--- src/rtl/dma_chan_pkg.sv ---
package dma_chan_pkg;
  localparam int REG_W = 32;
  localparam int IDX_W = 3;
  localparam int ST_W  = 6;

  localparam logic [IDX_W-1:0] IDX_CMD   = 3'd0;
  localparam logic [IDX_W-1:0] IDX_SCNT  = 3'd1;
  localparam logic [IDX_W-1:0] IDX_SADDR = 3'd2;
  localparam logic [IDX_W-1:0] IDX_WCNT  = 3'd3;
  localparam logic [IDX_W-1:0] IDX_WADDR = 3'd4;
  localparam logic [IDX_W-1:0] IDX_STAT  = 3'd5;
  localparam logic [IDX_W-1:0] IDX_SDESC = 3'd6;
  localparam logic [IDX_W-1:0] IDX_WDESC = 3'd7;

  typedef enum logic [1:0] {
    OP_IDLE  = 2'd0,
    OP_FLUSH = 2'd1,
    OP_ABORT = 2'd2,
    OP_START = 2'd3
  } cmdOp_e;

  localparam int CMD_DIR_BIT = 7;
  localparam int ST_ERR  = 1;
  localparam int ST_DONE = 3;
  localparam int ST_CINT = 4;
  localparam logic [ST_W-1:0] ST_EVT_MASK = 6'b001110;

  typedef struct packed {
    logic loadStart;
    logic wrCmd;
    logic wrStartCnt;
    logic wrStartAddr;
    logic wrStartDesc;
    logic statW1c;
    logic statCor;
    logic chunkTake;
    logic chunkReject;
    logic forceDone;
  } dpStrobe_t;
endpackage

--- src/rtl/dma_chan_ctl.sv ---
module dma_chan_ctl
  import dma_chan_pkg::*;
#(
  parameter int IDX_W_P = IDX_W
) (
  input  logic               clk,
  input  logic               rst_n,
  input  logic               regWrEn,
  input  logic               regRdEn,
  input  logic [IDX_W_P-1:0] regAddr,
  input  logic [1:0]         opField,
  input  logic               w1cMode,
  input  logic               chunkValid,
  input  logic               chunkToMem,
  input  logic               cmdDir,
  input  logic               coreCmdDone,
  output dpStrobe_t          stb,
  output logic               dmaEnable,
  output logic               cancelPulse
);
  cmdOp_e op;
  logic   dirMatch;

  assign op       = cmdOp_e'(opField);
  assign dirMatch = (chunkToMem == cmdDir);

  always_comb begin
    stb             = '0;
    stb.wrCmd       = regWrEn && (regAddr == IDX_CMD);
    stb.loadStart   = stb.wrCmd && (op == OP_START);
    stb.wrStartCnt  = regWrEn && (regAddr == IDX_SCNT);
    stb.wrStartAddr = regWrEn && (regAddr == IDX_SADDR);
    stb.wrStartDesc = regWrEn && (regAddr == IDX_SDESC);
    stb.statW1c     = regWrEn && (regAddr == IDX_STAT) && w1cMode;
    stb.statCor     = regRdEn && (regAddr == IDX_STAT) && !w1cMode;
    stb.chunkTake   = chunkValid && dirMatch;
    stb.chunkReject = chunkValid && !dirMatch;
    stb.forceDone   = coreCmdDone;
  end

  always_ff @(posedge clk) begin
    if (!rst_n) begin
      dmaEnable   <= 1'b0;
      cancelPulse <= 1'b0;
    end else begin
      cancelPulse <= stb.wrCmd && (op == OP_ABORT);
      if (stb.loadStart)
        dmaEnable <= 1'b1;
      else if (stb.wrCmd && (op == OP_IDLE))
        dmaEnable <= 1'b0;
    end
  end
endmodule

--- src/rtl/dma_chan_dp.sv ---
module dma_chan_dp
  import dma_chan_pkg::*;
#(
  parameter int DATA_W  = REG_W,
  parameter int IDX_W_P = IDX_W
) (
  input  logic               clk,
  input  logic               rst_n,
  input  dpStrobe_t          stb,
  input  logic [IDX_W_P-1:0] regAddr,
  input  logic [DATA_W-1:0]  regWrData,
  input  logic [DATA_W-1:0]  chunkLen,
  input  logic               coreIntFlag,
  output logic [DATA_W-1:0]  regRdData,
  output logic [DATA_W-1:0]  chunkGrantLen,
  output logic [DATA_W-1:0]  chunkAddr,
  output logic [DATA_W-1:0]  cmdQ,
  output logic [DATA_W-1:0]  workCntQ,
  output logic [ST_W-1:0]    statQ
);
  localparam logic [DATA_W-1:0] WADDR_RST = '1;
  localparam logic [DATA_W-1:0] WDESC_RST = ~DATA_W'(2);

  logic [DATA_W-1:0] sCntQ, sAddrQ, sDescQ, wAddrQ, wDescQ;
  logic [DATA_W-1:0] cmdN, sCntN, sAddrN, sDescN, wCntN, wAddrN, wDescN;
  logic [ST_W-1:0]   statN, statView;

  assign chunkGrantLen = !stb.chunkTake ? '0 :
                         (chunkLen < workCntQ) ? chunkLen : workCntQ;
  assign chunkAddr = wAddrQ;

  always_comb begin
    statView = statQ;
    statView[ST_CINT] = statQ[ST_CINT] | coreIntFlag;
  end

  always_comb begin
    unique case (regAddr)
      IDX_CMD:   regRdData = cmdQ;
      IDX_SCNT:  regRdData = sCntQ;
      IDX_SADDR: regRdData = sAddrQ;
      IDX_WCNT:  regRdData = workCntQ;
      IDX_WADDR: regRdData = wAddrQ;
      IDX_STAT:  regRdData = DATA_W'(statView);
      IDX_SDESC: regRdData = sDescQ;
      default:   regRdData = wDescQ;
    endcase
  end

  always_comb begin
    cmdN   = stb.wrCmd       ? regWrData : cmdQ;
    sCntN  = stb.wrStartCnt  ? regWrData : sCntQ;
    sAddrN = stb.wrStartAddr ? regWrData : sAddrQ;
    sDescN = stb.wrStartDesc ? regWrData : sDescQ;
    wCntN  = workCntQ;
    wAddrN = wAddrQ;
    wDescN = wDescQ;
    statN  = statQ;
    if (stb.statCor) statN = statN & ~ST_EVT_MASK;
    if (stb.statW1c) statN = statN & ~(regWrData[ST_W-1:0] & ST_EVT_MASK);
    if (stb.chunkTake) begin
      wCntN  = workCntQ - chunkGrantLen;
      wAddrN = wAddrQ + chunkGrantLen;
      if (wCntN == '0) statN[ST_DONE] = 1'b1;
    end
    if (stb.chunkReject) statN[ST_ERR] = 1'b1;
    if (stb.forceDone) begin
      wCntN = '0;
      statN[ST_DONE] = 1'b1;
    end
    if (stb.loadStart) begin
      wCntN  = sCntQ;
      wAddrN = sAddrQ;
      wDescN = sDescQ;
      statN  = '0;
    end
  end

  always_ff @(posedge clk) begin
    if (!rst_n) begin
      cmdQ     <= '0;
      sCntQ    <= '0;
      sAddrQ   <= '0;
      sDescQ   <= '0;
      workCntQ <= '0;
      wAddrQ   <= WADDR_RST;
      wDescQ   <= WDESC_RST;
      statQ    <= '0;
    end else begin
      cmdQ     <= cmdN;
      sCntQ    <= sCntN;
      sAddrQ   <= sAddrN;
      sDescQ   <= sDescN;
      workCntQ <= wCntN;
      wAddrQ   <= wAddrN;
      wDescQ   <= wDescN;
      statQ    <= statN;
    end
  end
endmodule

--- src/rtl/dma_chan_ctrl.sv ---
module dma_chan_ctrl
  import dma_chan_pkg::*;
#(
  parameter int DATA_W  = REG_W,
  parameter int IDX_W_P = IDX_W
) (
  input  logic               clk,
  input  logic               rst_n,
  input  logic               regWrEn,
  input  logic               regRdEn,
  input  logic [IDX_W_P-1:0] regAddr,
  input  logic [DATA_W-1:0]  regWrData,
  output logic [DATA_W-1:0]  regRdData,
  input  logic               w1cMode,
  input  logic               coreIntFlag,
  input  logic               coreCmdDone,
  input  logic               chunkValid,
  input  logic               chunkToMem,
  input  logic [DATA_W-1:0]  chunkLen,
  output logic               chunkAccept,
  output logic [DATA_W-1:0]  chunkGrantLen,
  output logic [DATA_W-1:0]  chunkAddr,
  output logic               dmaEnable,
  output logic               cancelPulse
);
  dpStrobe_t         stb;
  logic [DATA_W-1:0] cmdQ;
  logic [DATA_W-1:0] workCntQ;
  logic [ST_W-1:0]   statQ;

  dma_chan_ctl #(.IDX_W_P(IDX_W_P)) u_ctl (
    .clk(clk), .rst_n(rst_n),
    .regWrEn(regWrEn), .regRdEn(regRdEn), .regAddr(regAddr),
    .opField(regWrData[1:0]), .w1cMode(w1cMode),
    .chunkValid(chunkValid), .chunkToMem(chunkToMem),
    .cmdDir(cmdQ[CMD_DIR_BIT]), .coreCmdDone(coreCmdDone),
    .stb(stb), .dmaEnable(dmaEnable), .cancelPulse(cancelPulse)
  );

  dma_chan_dp #(.DATA_W(DATA_W), .IDX_W_P(IDX_W_P)) u_dp (
    .clk(clk), .rst_n(rst_n), .stb(stb),
    .regAddr(regAddr), .regWrData(regWrData), .chunkLen(chunkLen),
    .coreIntFlag(coreIntFlag), .regRdData(regRdData),
    .chunkGrantLen(chunkGrantLen), .chunkAddr(chunkAddr),
    .cmdQ(cmdQ), .workCntQ(workCntQ), .statQ(statQ)
  );

  assign chunkAccept = stb.chunkTake;
endmodule

--- config.mk ---
export PLATFORM = sky130hd
export DESIGN_NAME = dma_chan_ctrl
export DESIGN_NICKNAME = d
export VERILOG_FILES = /design/src/rtl/dma_chan_pkg.sv /design/src/rtl/dma_chan_ctl.sv /design/src/rtl/dma_chan_dp.sv /design/src/rtl/dma_chan_ctrl.sv
export SDC_FILE = /design/constraint.sdc
export NUM_CORES = 1
export LEC_CHECK = 0
export ABC_AREA = 0
export BUFFER_PORTS_ARGS = -buffer_cell sky130_fd_sc_hd__buf_2
export CORE_AREA = 3 3 116 229
export CTS_CLUSTER_SIZE = 14
export DETAILED_ROUTE_END_ITERATION = 10
export DIE_AREA = 0 0 119 232
export PLACE_DENSITY_LB_ADDON = 0.2
export SLEW_MARGIN = 20
export SYNTH_ARGS = -nofsm -noshare
export SYNTH_HDL_FRONTEND = slang
export SYNTH_SLANG_ARGS = --single-unit
--- constraint.sdc ---
create_clock -name clk -period 10.9 [get_ports clk]
set_input_delay 0 -clock clk [delete_from_list [all_inputs] [get_ports clk]]
set_output_delay 0 -clock clk [all_outputs]
set_load 0.01 [all_outputs]
* Word level (Yosys, flattened, before mapping)
Index checks and enable logic that the tools add are counted.
** Storage, ports and cells
- Memories :: 0
- Memory bits (writable) :: 0
- ROM bits :: 0
- Output and inout port bits :: 99
- Bits in latches :: 0
- Register bits :: 232
** Operators by class
- Eq/ne operators :: 9
- $add $sub $neg :: 2
- Reductions and logical operators :: 22
- $lt $le $gt $ge :: 1
- Div/mod/pow operators :: 0
- Shift-type cells :: 0
- Muxes and demuxes :: 16
- Multiply operators :: 0
- Bitwise operators :: 4
** Operator list (count)
- $mux W32 :: 7
- $pmux W32 S7 :: 1
- $add A32 B32 Y32 :: 1
- $logic_not A32 Y1 :: 1
- $lt A32 B32 Y1 :: 1
- $sub A32 B32 Y32 :: 1
- $logic_and A1 B1 Y1 :: 13
- $eq A3 B3 Y1 const B :: 3
- $and A6 B6 Y6 :: 1
- $eq A3 B2 Y1 const B :: 2
- $mux W1 :: 6
- $mux W6 :: 1
- $not A4 Y6 :: 1
- $eq A2 B2 Y1 const B :: 2
- $mux W4 :: 1
- $reduce_bool A2 Y1 :: 2
- $eq A3 B1 Y1 const B :: 1
- $logic_not A3 Y1 :: 1
- $reduce_bool A3 Y1 :: 1
- $logic_not A1 Y1 :: 2
- $logic_not A2 Y1 :: 1
- $reduce_or A2 Y1 :: 1
- $eq A1 B1 Y1 :: 1
- $not A1 Y1 :: 1
- $or A1 B1 Y1 :: 1

* Longest topological paths before layout
Gate-level depths: netlist of the first run.
- Word-level depth :: 9
- Depth in mapped cells :: 29
- Mapped depth without buffers :: 27

* Hierarchy
A second synthesis of the first run with hierarchy kept.
** Unflattened totals
- Cells, all modules :: 1851
- Area, all modules :: 15447.3 sq um
** By module, submodules not included
- dma_chan_dp :: cells an instance 1830, sequential area each 4544.4 sq um, area an instance 15258.4 sq um, instances 1
- dma_chan_ctl :: cells an instance 21, sequential area each 40.0 sq um, area an instance 188.9 sq um, instances 1

* Least setup slack after synthesis of the first run
No wires, ideal clock.
- Kind :: flip-flop to flip-flop
- From :: register u_dp.workCntQ[9]
- To :: register u_dp.statQ[3]
- Setup slack :: 5.157 ns
- Period minus slack after synthesis :: 5.743 ns
- Arrival :: 5.627 ns
- Path buffers :: 2
- Cell stages (with the launch flop) :: 29
- Data required time :: 10.784 ns
- Path through :: dfxtp_1 -> inv_1 -> ha_1 -> a211oi_1 -> o21ai_0 -> o211ai_1 -> a21oi_1 -> a211o_1 -> a211oi_1 -> o31a_1 -> clkbuf_1 -> clkbuf_1 -> a21oi_1 -> nor2_1 -> ha_1 -> inv_1 -> fa_1 -> a21o_1 -> a211o_1 -> a41oi_2 -> o2111ai_1 -> a31oi_2 -> nand3b_1 -> nand3b_1 -> a221o_1 -> a21oi_2 -> xnor2_1 -> and3b_1 -> a31o_1
** On the way
- Cells in the longest elaborated chain, start to end :: 8
** Ends and longest elaborated chain
- start: declaration :: line dma_chan_dp.sv:18 : output logic [DATA_W-1:0] workCntQ,
- start signal: assignment :: line dma_chan_dp.sv:94 : workCntQ <= wCntN;
- $lt A32 B32 Y1 :: line dma_chan_dp.sv:29 : (chunkLen < workCntQ) ? chunkLen : workCntQ;
- $mux W32 :: line dma_chan_dp.sv:29
- $mux W32 :: line dma_chan_dp.sv:28 : assign chunkGrantLen = !stb.chunkTake ? '0 :
- via chunkGrantLen[0] :: line dma_chan_ctrl.sv:21 : output logic [DATA_W-1:0] chunkGrantLen,
- $sub A32 B32 Y32 :: line dma_chan_dp.sv:62 : wCntN = workCntQ - chunkGrantLen;
- $logic_not A32 Y1 :: line dma_chan_dp.sv:64 : if (wCntN == '0) statN[ST_DONE] = 1'b1;
- $mux W1 :: line dma_chan_dp.sv:64
- $mux W1 :: line dma_chan_dp.sv:61 : if (stb.chunkTake) begin
- $mux W1 :: line dma_chan_dp.sv:67 : if (stb.forceDone) begin
- end signal: assignment :: line dma_chan_dp.sv:97 : statQ <= statN;
- end: declaration :: line dma_chan_dp.sv:19 : output logic [ST_W-1:0] statQ
The timed path passes the listed nets, and every way through them passes these cells.
A chain may end at the register's enable or synchronous reset.

* Worst setup path in the final report of the first run
- From :: register u_dp.workCntQ[9]
- To :: register u_dp.wAddrQ[31], in the netlist u_dp.chunkAddr[31]
** On the way
- Cells in the longest elaborated chain, start to end :: 6
** Ends and longest elaborated chain
- $lt A32 B32 Y1 :: line dma_chan_dp.sv:29
- $mux W32 (*) :: line dma_chan_dp.sv:29
- $mux W32 (*) :: line dma_chan_dp.sv:28
- $add A32 B32 Y32 (*) :: line dma_chan_dp.sv:63 : wAddrN = wAddrQ + chunkGrantLen;
- $mux W32 (*) :: line dma_chan_dp.sv:61
- $mux W32 (*) :: line dma_chan_dp.sv:71 : if (stb.loadStart) begin
- end signal: assignment :: line dma_chan_dp.sv:95 : wAddrQ <= wAddrN;
- end: declaration :: line dma_chan_dp.sv:24 : logic [DATA_W-1:0] sCntQ, sAddrQ, sDescQ, wAddrQ, wDescQ;
Mark *: on every way between the ends. The rest lies on a longest branch, timed or not. The select of a mux whose other input is x is not followed.

==> impl_metrics.tcl, run 1 <==
set metrics [dict create \
    status "complete, no violations" \
    async_flop_share_pct 0 \
    finalSetupViolations 0 \
    arrival_ns 6.76 \
    r2r.worst_path.cells 27 \
    io_pins 175 \
    placedInstanceArea_mm2 0.0157 \
    area_growth_pct 13.4 \
    drc_errors 0 \
    hold_viol 0 \
    ys.flop_type "dfxtp_1" \
    clkTransAtPathRegs_ns 0.07 \
    initialDrtViolationCount 1773 \
    post-route-min-period_ns 6.36 \
    wl_met1_um 19400 \
    viasPerCell 6.29 \
    setup_tns_ns 0 \
    design_area_mm2 0.0166 \
    synth_warnings 0 \
    dr.max_layer_used "met4" \
    start_util_pct 58.3 \
    fin_crit_sh_pct 58.3 \
    layout-drive-gt1-share_pct 13.7 \
    crit_top_cell "a21oi_1" \
    first_pass_iters 6 \
    hold_depth 4 \
    rsz0062_at_grt "false" \
    required_ns 11.30 \
    grt_first_pass_wirelength_um 80500 \
    overflow 0 \
    tritoncts "built" \
    cp_slowest_stage_delay_ns 0.49 \
    port_buffers 174 \
    postRouteAntennaNets 0 \
    cp_slowest_cell "buf_4" \
    cts_resized 0 \
    seq_area_frac_synth_pct 31.3 \
    end_kind "register" \
    ys_seq_elements 229 \
    num_antenna_cells 0 \
    slew_headroom_pct 22.8 \
    coreArea_mm2 0.0251 \
    vias 15300 \
    cts_buffer_depth 3 \
    synth_nets 2129 \
    worst-path-max-fanout 56 \
    tightest_slew_ns 1.16 \
    cts_root_buf "clkbuf_16" \
    grt_pass1_vias 14500 \
    finClkSkew_ns 0.0124 \
    wl_met2_um 24900 \
    antenna_found_initial 0 \
    fill_cells 2237 \
    htreeDepth 1 \
    hold_class "in2reg" \
    die_y_um 232 \
    grt_max_degree 70 \
    ir_worst_vdd_v 0.000134 \
    nNetsFinal 2258 \
    power_mw 2.43 \
    layout_common_cells "456 x nand2_1, 235 x a21oi_1, 229 x dfxtp_1" \
    power_density_mw_per_mm2 146 \
    cts.sinks 229 \
    dieArea_mm2 0.0276 \
    dpl.hpwl_um 37400 \
    synthCells 1957 \
    synth_cell_types 72 \
    gp_congestion 0.959 \
    p_leak_nw 7.03 \
    synth_edf_count 0 \
    syn_area_mm2 0.0146 \
    layout_commonest_cell "nand2_1" \
    finalMaxSlewViolations 0 \
    critPathLaunchType "register" \
    fmax_mhz 157 \
    drv_cap 0 \
    chipWidth_um 119 \
    rows 82 \
    wl_met3_um 5080 \
    avgSynthCellArea_um2 7.48 \
    cts_buffers 21 \
    grt_use_total_pct 36.8 \
    critPathKind "reg2reg" \
    wl_um 52600 \
    wl_per_cell_um 21.7 \
    clk_latency_ns 0.51 \
]
==> worst paths after layout <==
check,start,to,slack (ns)
max,u_dp.workCntQ[9]$_SDFFE_PN0P_,u_dp.chunkAddr[31]$_SDFFE_PN1P_,4.54
min,regWrEn,u_dp.statQ[2]$_SDFF_PP0_,0.04
max reg2reg,u_dp.workCntQ[9]$_SDFFE_PN0P_,u_dp.chunkAddr[31]$_SDFFE_PN1P_,4.54
min reg2reg,u_dp.cmdQ[28]$_SDFFE_PN0P_,u_dp.cmdQ[28]$_SDFFE_PN0P_,0.45
==> routing by layer <==
| metal | vias up | track usage [%] |
|---|---|---|
| li1 | 7060 | - |
| met1 | 7159 | 46.8 |
| met2 | 891 | 60.3 |
| met3 | 169 | 4.53 |
| met4 | 0 | 20.1 |
| met5 | - | 0 |
==> cell families (layout without fill, tap and decap cells) <==
group / count (synthesis) / after routing / share of synthesized area (%)
and+or+nand+nor: 744 / 744 / 21.8
AOI/OAI and AO/OA: 554 / 554 / 22.7
DFF: 229 / 229 / 31.3
buffers and inverters: 203 / 338 / 5.20
adders and majority gates: 96 / 96 / 8.30
muxes: 79 / 79 / 7.60
xor gates and xnor gates: 52 / 52 / 3.11
==> per-stage QoR <==
step / setup slack, ns / utilization (%) / hold WS, ns / cells
floorplan: 5.16 / - / 0.0793 / 1957
global placement: 4.79 / 62.3 / 0.278 / 2361
detailed placement: 4.69 / 62.3 / 0.284 / 2361
CTS: 4.68 / 66.1 / 0.0174 / 2428
global route: 4.09 / 66.1 / 0.0959 / 2428
finish: 4.54 / 66.1 / 0.0385 / 2428
==> worst max-delay path, delay by kind of cell, from the launching register on <==
family,cells,cell delay (ns)
buffers and inverters,3,0.65
and+or+nand+nor,4,0.63
DFF,1,0.38
AOI/OAI and AO/OA,16,3.53
muxes,1,0.20
adders and majority gates,2,0.66
xor gates and xnor gates,1,0.16
==> cell usage after synthesis, types with 5 or more instances <==
master | number | area (um2)
nand2_1 | 457 | 1720
a21oi_1 | 235 | 1180
dfxtp_1 | 229 | 4580
o21ai_0 | 138 | 691
nor2_1 | 119 | 447
clkbuf_1 | 112 | 420
ha_1 | 94 | 1180
inv_1 | 80 | 300
nand3_1 | 44 | 220
nand2b_1 | 42 | 263
xnor2_1 | 33 | 289
a22oi_1 | 32 | 240
mux2i_1 | 29 | 290
mux2_2 | 27 | 304
a21o_1 | 23 | 173
mux4_2 | 23 | 518
o211ai_1 | 19 | 143
xor2_1 | 19 | 166
a211oi_1 | 17 | 128
nor2b_1 | 15 | 93.8
nor3_1 | 13 | 65.1
o21a_1 | 12 | 90.1
buf_1 | 11 | 41.3
and3_1 | 10 | 62.6
nand4_1 | 10 | 62.6
a31oi_1 | 8 | 50.1
nand3b_1 | 6 | 45.0
and2_1 | 5 | 31.3
o21bai_1 | 5 | 37.5
==> repair_timing <==
action | in CTS | in global routing
setup buffers | 0 | 0
hold buffers | 38 | 0
endpoints found under the hold margin | 146 | 0
==> registers in the layout, indices dropped and copies added, names as in the netlist, 3 cells and up <==
signal	cells
u_dp.sDescQ	32
u_dp.workCntQ	32
u_dp.sCntQ	32
u_dp.cmdQ	32
u_dp.statQ	3
u_dp.chunkAddr	32
u_dp.wDescQ	32
u_dp.sAddrQ	32
==> area by class of cell <==
class	count	area [um2]	share of cell area [%]
Tap cell	336	420	2.53
Clock buffer	25	551	3.31
Timing Repair Buffer	229	1380	8.32
Inverter	80	303	1.82
Multi-Input combinational cell	1525	9340	56.3
Sequential cell	229	4580	27.6
Clock inverter	4	26.3	0.158
==> report_power, final <==
group / internal [mW] / switching, mW / total (mW) / leakage, nW
Combinational: 0.337 / 0.502 / 0.839 / 4.89
Clock: 0.356 / 0.320 / 0.676 / 0.282
Sequential: 0.870 / 0.0456 / 0.916 / 1.86
Total: 1.56 / 0.868 / 2.43 / 7.03
Power figures use the tool's default switching activity.
==> run 2, diff against run 1 <==
Settings changed: ABC_AREA 0 to 1, CORE_AREA 3 3 116 229 to 3 3 117 231, DIE_AREA 0 0 119 232 to 0 0 120 234.
Clock period 10.9 ns to 6 ns, I/O delays scaled along.
==> impl_metrics.tcl, run 2 <==
set metrics [dict create \
    first_pass_iters 10 \
    fin_util_pct 67.6 \
    grt_pass1_vias 16500 \
    arrival_ns 5.87 \
    tritoncts "built" \
    io_pins 175 \
    grt_first_pass_wirelength_um 93100 \
    gp_congestion 1.05 \
    critPathLaunch "u_dp.workCntQ[21]$_SDFFE_PN0P_" \
    rows 82 \
    holdWs_ns 0.0832 \
    seq_area_frac_synth_pct 30.7 \
    p_leak_nw 8.17 \
    fin_crit_sh_pct 90.1 \
    cts_hold_buffers 40 \
    reg2reg_slack_ns 0.60 \
    path_depth 29 \
    crit-reg2reg-launch "u_dp.workCntQ[21]$_SDFFE_PN0P_" \
    post-route-min-period_ns 5.40 \
    synth_cell_types 53 \
    stdcell_count 2694 \
    synth_nets 2362 \
    port_buffers 174 \
    antenna_found_initial 0 \
    synth_top_area_share_pct 30.7 \
    status "complete, no violations" \
    finClkSkew_ns 0.0178 \
    ir_worst_vdd_v 0.000305 \
    tightest_slew_ns 1.02 \
    synthCells 2190 \
    avgSynthCellArea_um2 6.81 \
    finalMaxSlewViolations 0 \
    hold_class "in2reg" \
    placedInstanceArea_mm2 0.0160 \
    dr.max_layer_used "met4" \
    dp.cells 2614 \
    wl_met1_um 21700 \
    clkTransAtPathRegs_ns 0.08 \
    critPathKind "reg2reg" \
    postRouteAntennaNets 0 \
    wl_per_cell_um 23.2 \
    syn_area_mm2 0.0149 \
    dpl.hpwl_um 45500 \
    cp_slowest_stage_delay_ns 0.45 \
    worst_slack_ns 0.596 \
    wl_met3_um 6210 \
    ys_seq_elements 229 \
    setup_tns_ns 0 \
    power_mw 6.00 \
    layout-drive-gt1-share_pct 13.6 \
    rsz0062_at_grt "false" \
    fmax_mhz 185 \
    coreArea_mm2 0.0253 \
    synth_warnings 0 \
    cp_slowest_cell "fa_1" \
    slew_headroom_pct 31.9 \
    r2r.worst_path.cells 29 \
    grt_max_degree 93 \
    hold_viol 0 \
    end_kind "register" \
    synth_edf_count 0 \
    async_flop_share_pct 0 \
    grt_use_total_pct 42.8 \
    chipWidth_um 120 \
    start_util_pct 58.9 \
    pre_cts_ws_ns 0.869 \
    cts_resized 0 \
    yosys-top-cells-area "dfxtp_1 31%, nand2_1 9.5%, ha_1 7.9%, a21oi_1 7.1%, nor2_1 6.5%" \
    drc_errors 0 \
    num_antenna_cells 0 \
    wl_met2_um 29200 \
    cts_root_buf "clkbuf_16" \
    overflow 0 \
    worstSetupEndpoint "u_dp.statQ[3]$_SDFF_PP0_" \
    initialDrtViolationCount 2012 \
    critPathTopFamily "simple AND/OR/NAND/NOR gates" \
    cts.sinks 229 \
    dieArea_mm2 0.0281 \
    die_y_um 234 \
    power_density_mw_per_mm2 350 \
    wl_um 62500 \
    worst-path-max-fanout 15 \
    clk_latency_ns 0.54 \
    synth_top_area_cell "dfxtp_1" \
    cts_setup_buffers 0 \
    htreeDepth 1 \
    rr_endpoint "u_dp.statQ[3]$_SDFF_PP0_" \
    finalSetupViolations 0 \
    required_ns 6.46 \
    area_growth_pct 14.8 \
    synth_common_cells "378 x nand2_1, 257 x nor2_1, 244 x inv_1" \
    nNetsFinal 2515 \
    design_area_mm2 0.0171 \
    crit_buf_inv 4 \
    drv_cap 0 \
    cts_buffer_depth 3 \
    synth_most_common_cell "nand2_1" \
    layout_commonest_cell "nand2_1" \
    critPathLaunchType "register" \
    cts_buffers 23 \
    ys.flop_type "dfxtp_1" \
    vias 17200 \
    layout_common_cells "378 x nand2_1, 255 x nor2_1, 243 x inv_1" \
    viasPerCell 6.39 \
    fill_cells 2288 \
]
[run 2: layout make-up]
class	instances	area [um2]	share of cell area, %
Clock inverter	9	141	0.826
Sequential cell	229	4580	26.8
Inverter	261	981	5.73
Clock buffer	31	616	3.60
Tap cell	336	420	2.46
Multi-Input combinational cell	1595	8950	52.3
Timing Repair Buffer	233	1430	8.35
[run 2: worst min-delay path by stage]
stage                        startpoint                          end  slack, ns  cells past startpoint
final                        regAddr[0]    u_dp.cmdQ[1]$_SDFFE_PN0P_       0.08                      6
after global routing         regAddr[0]    u_dp.cmdQ[1]$_SDFFE_PN0P_       0.10                      6
after CTS                    regAddr[0]    u_dp.cmdQ[1]$_SDFFE_PN0P_       0.07                      6
after detailed placement  regWrData[18]  u_dp.sCntQ[18]$_SDFFE_PN0P_       0.27                      3
after global placement    regWrData[17]   u_dp.cmdQ[17]$_SDFFE_PN0P_       0.27                      3
after floorplan            regWrData[2]     u_dp.statQ[2]$_SDFF_PP0_       0.09                      1
[run 2: cell families (layout without fill, tap and decap cells)]
logic type               Yosys count  after routing  synth area share, %
AO/OA/AOI/OAI                    600            600                 24.7
buffers and inverters            366            534                 9.40
XOR/XNOR                          33             33                 1.94
flip-flops                       229            229                 30.7
AND/OR/NAND/NOR                  866            866                 25.0
adder cells (fa/ha/maj)           96             96                 8.15
[run 2: tightest hold or removal path, delay by kind of cell]
kind                   cells  cell delay, ns
AND/OR/NAND/NOR            4            0.38
AO/OA/AOI/OAI              1            0.07
buffers and inverters      1            0.11
[run 2: power by group]
group | internal (mW) | total, mW | switching, mW | leakage, nW
registers | 1.62 | 1.73 | 0.115 | 1.87
logic | 0.851 | 2.75 | 1.90 | 5.94
clock network | 0.857 | 1.51 | 0.658 | 0.356
total | 3.32 | 6.00 | 2.67 | 8.17
[run 2: layer usage]
layer | global-route usage [%] | vias up
li1 | - | 7791
met1 | 48.5 | 7954
met2 | 70.8 | 1144
met3 | 8.38 | 327
met4 | 31.9 | 0
met5 | 0 | -
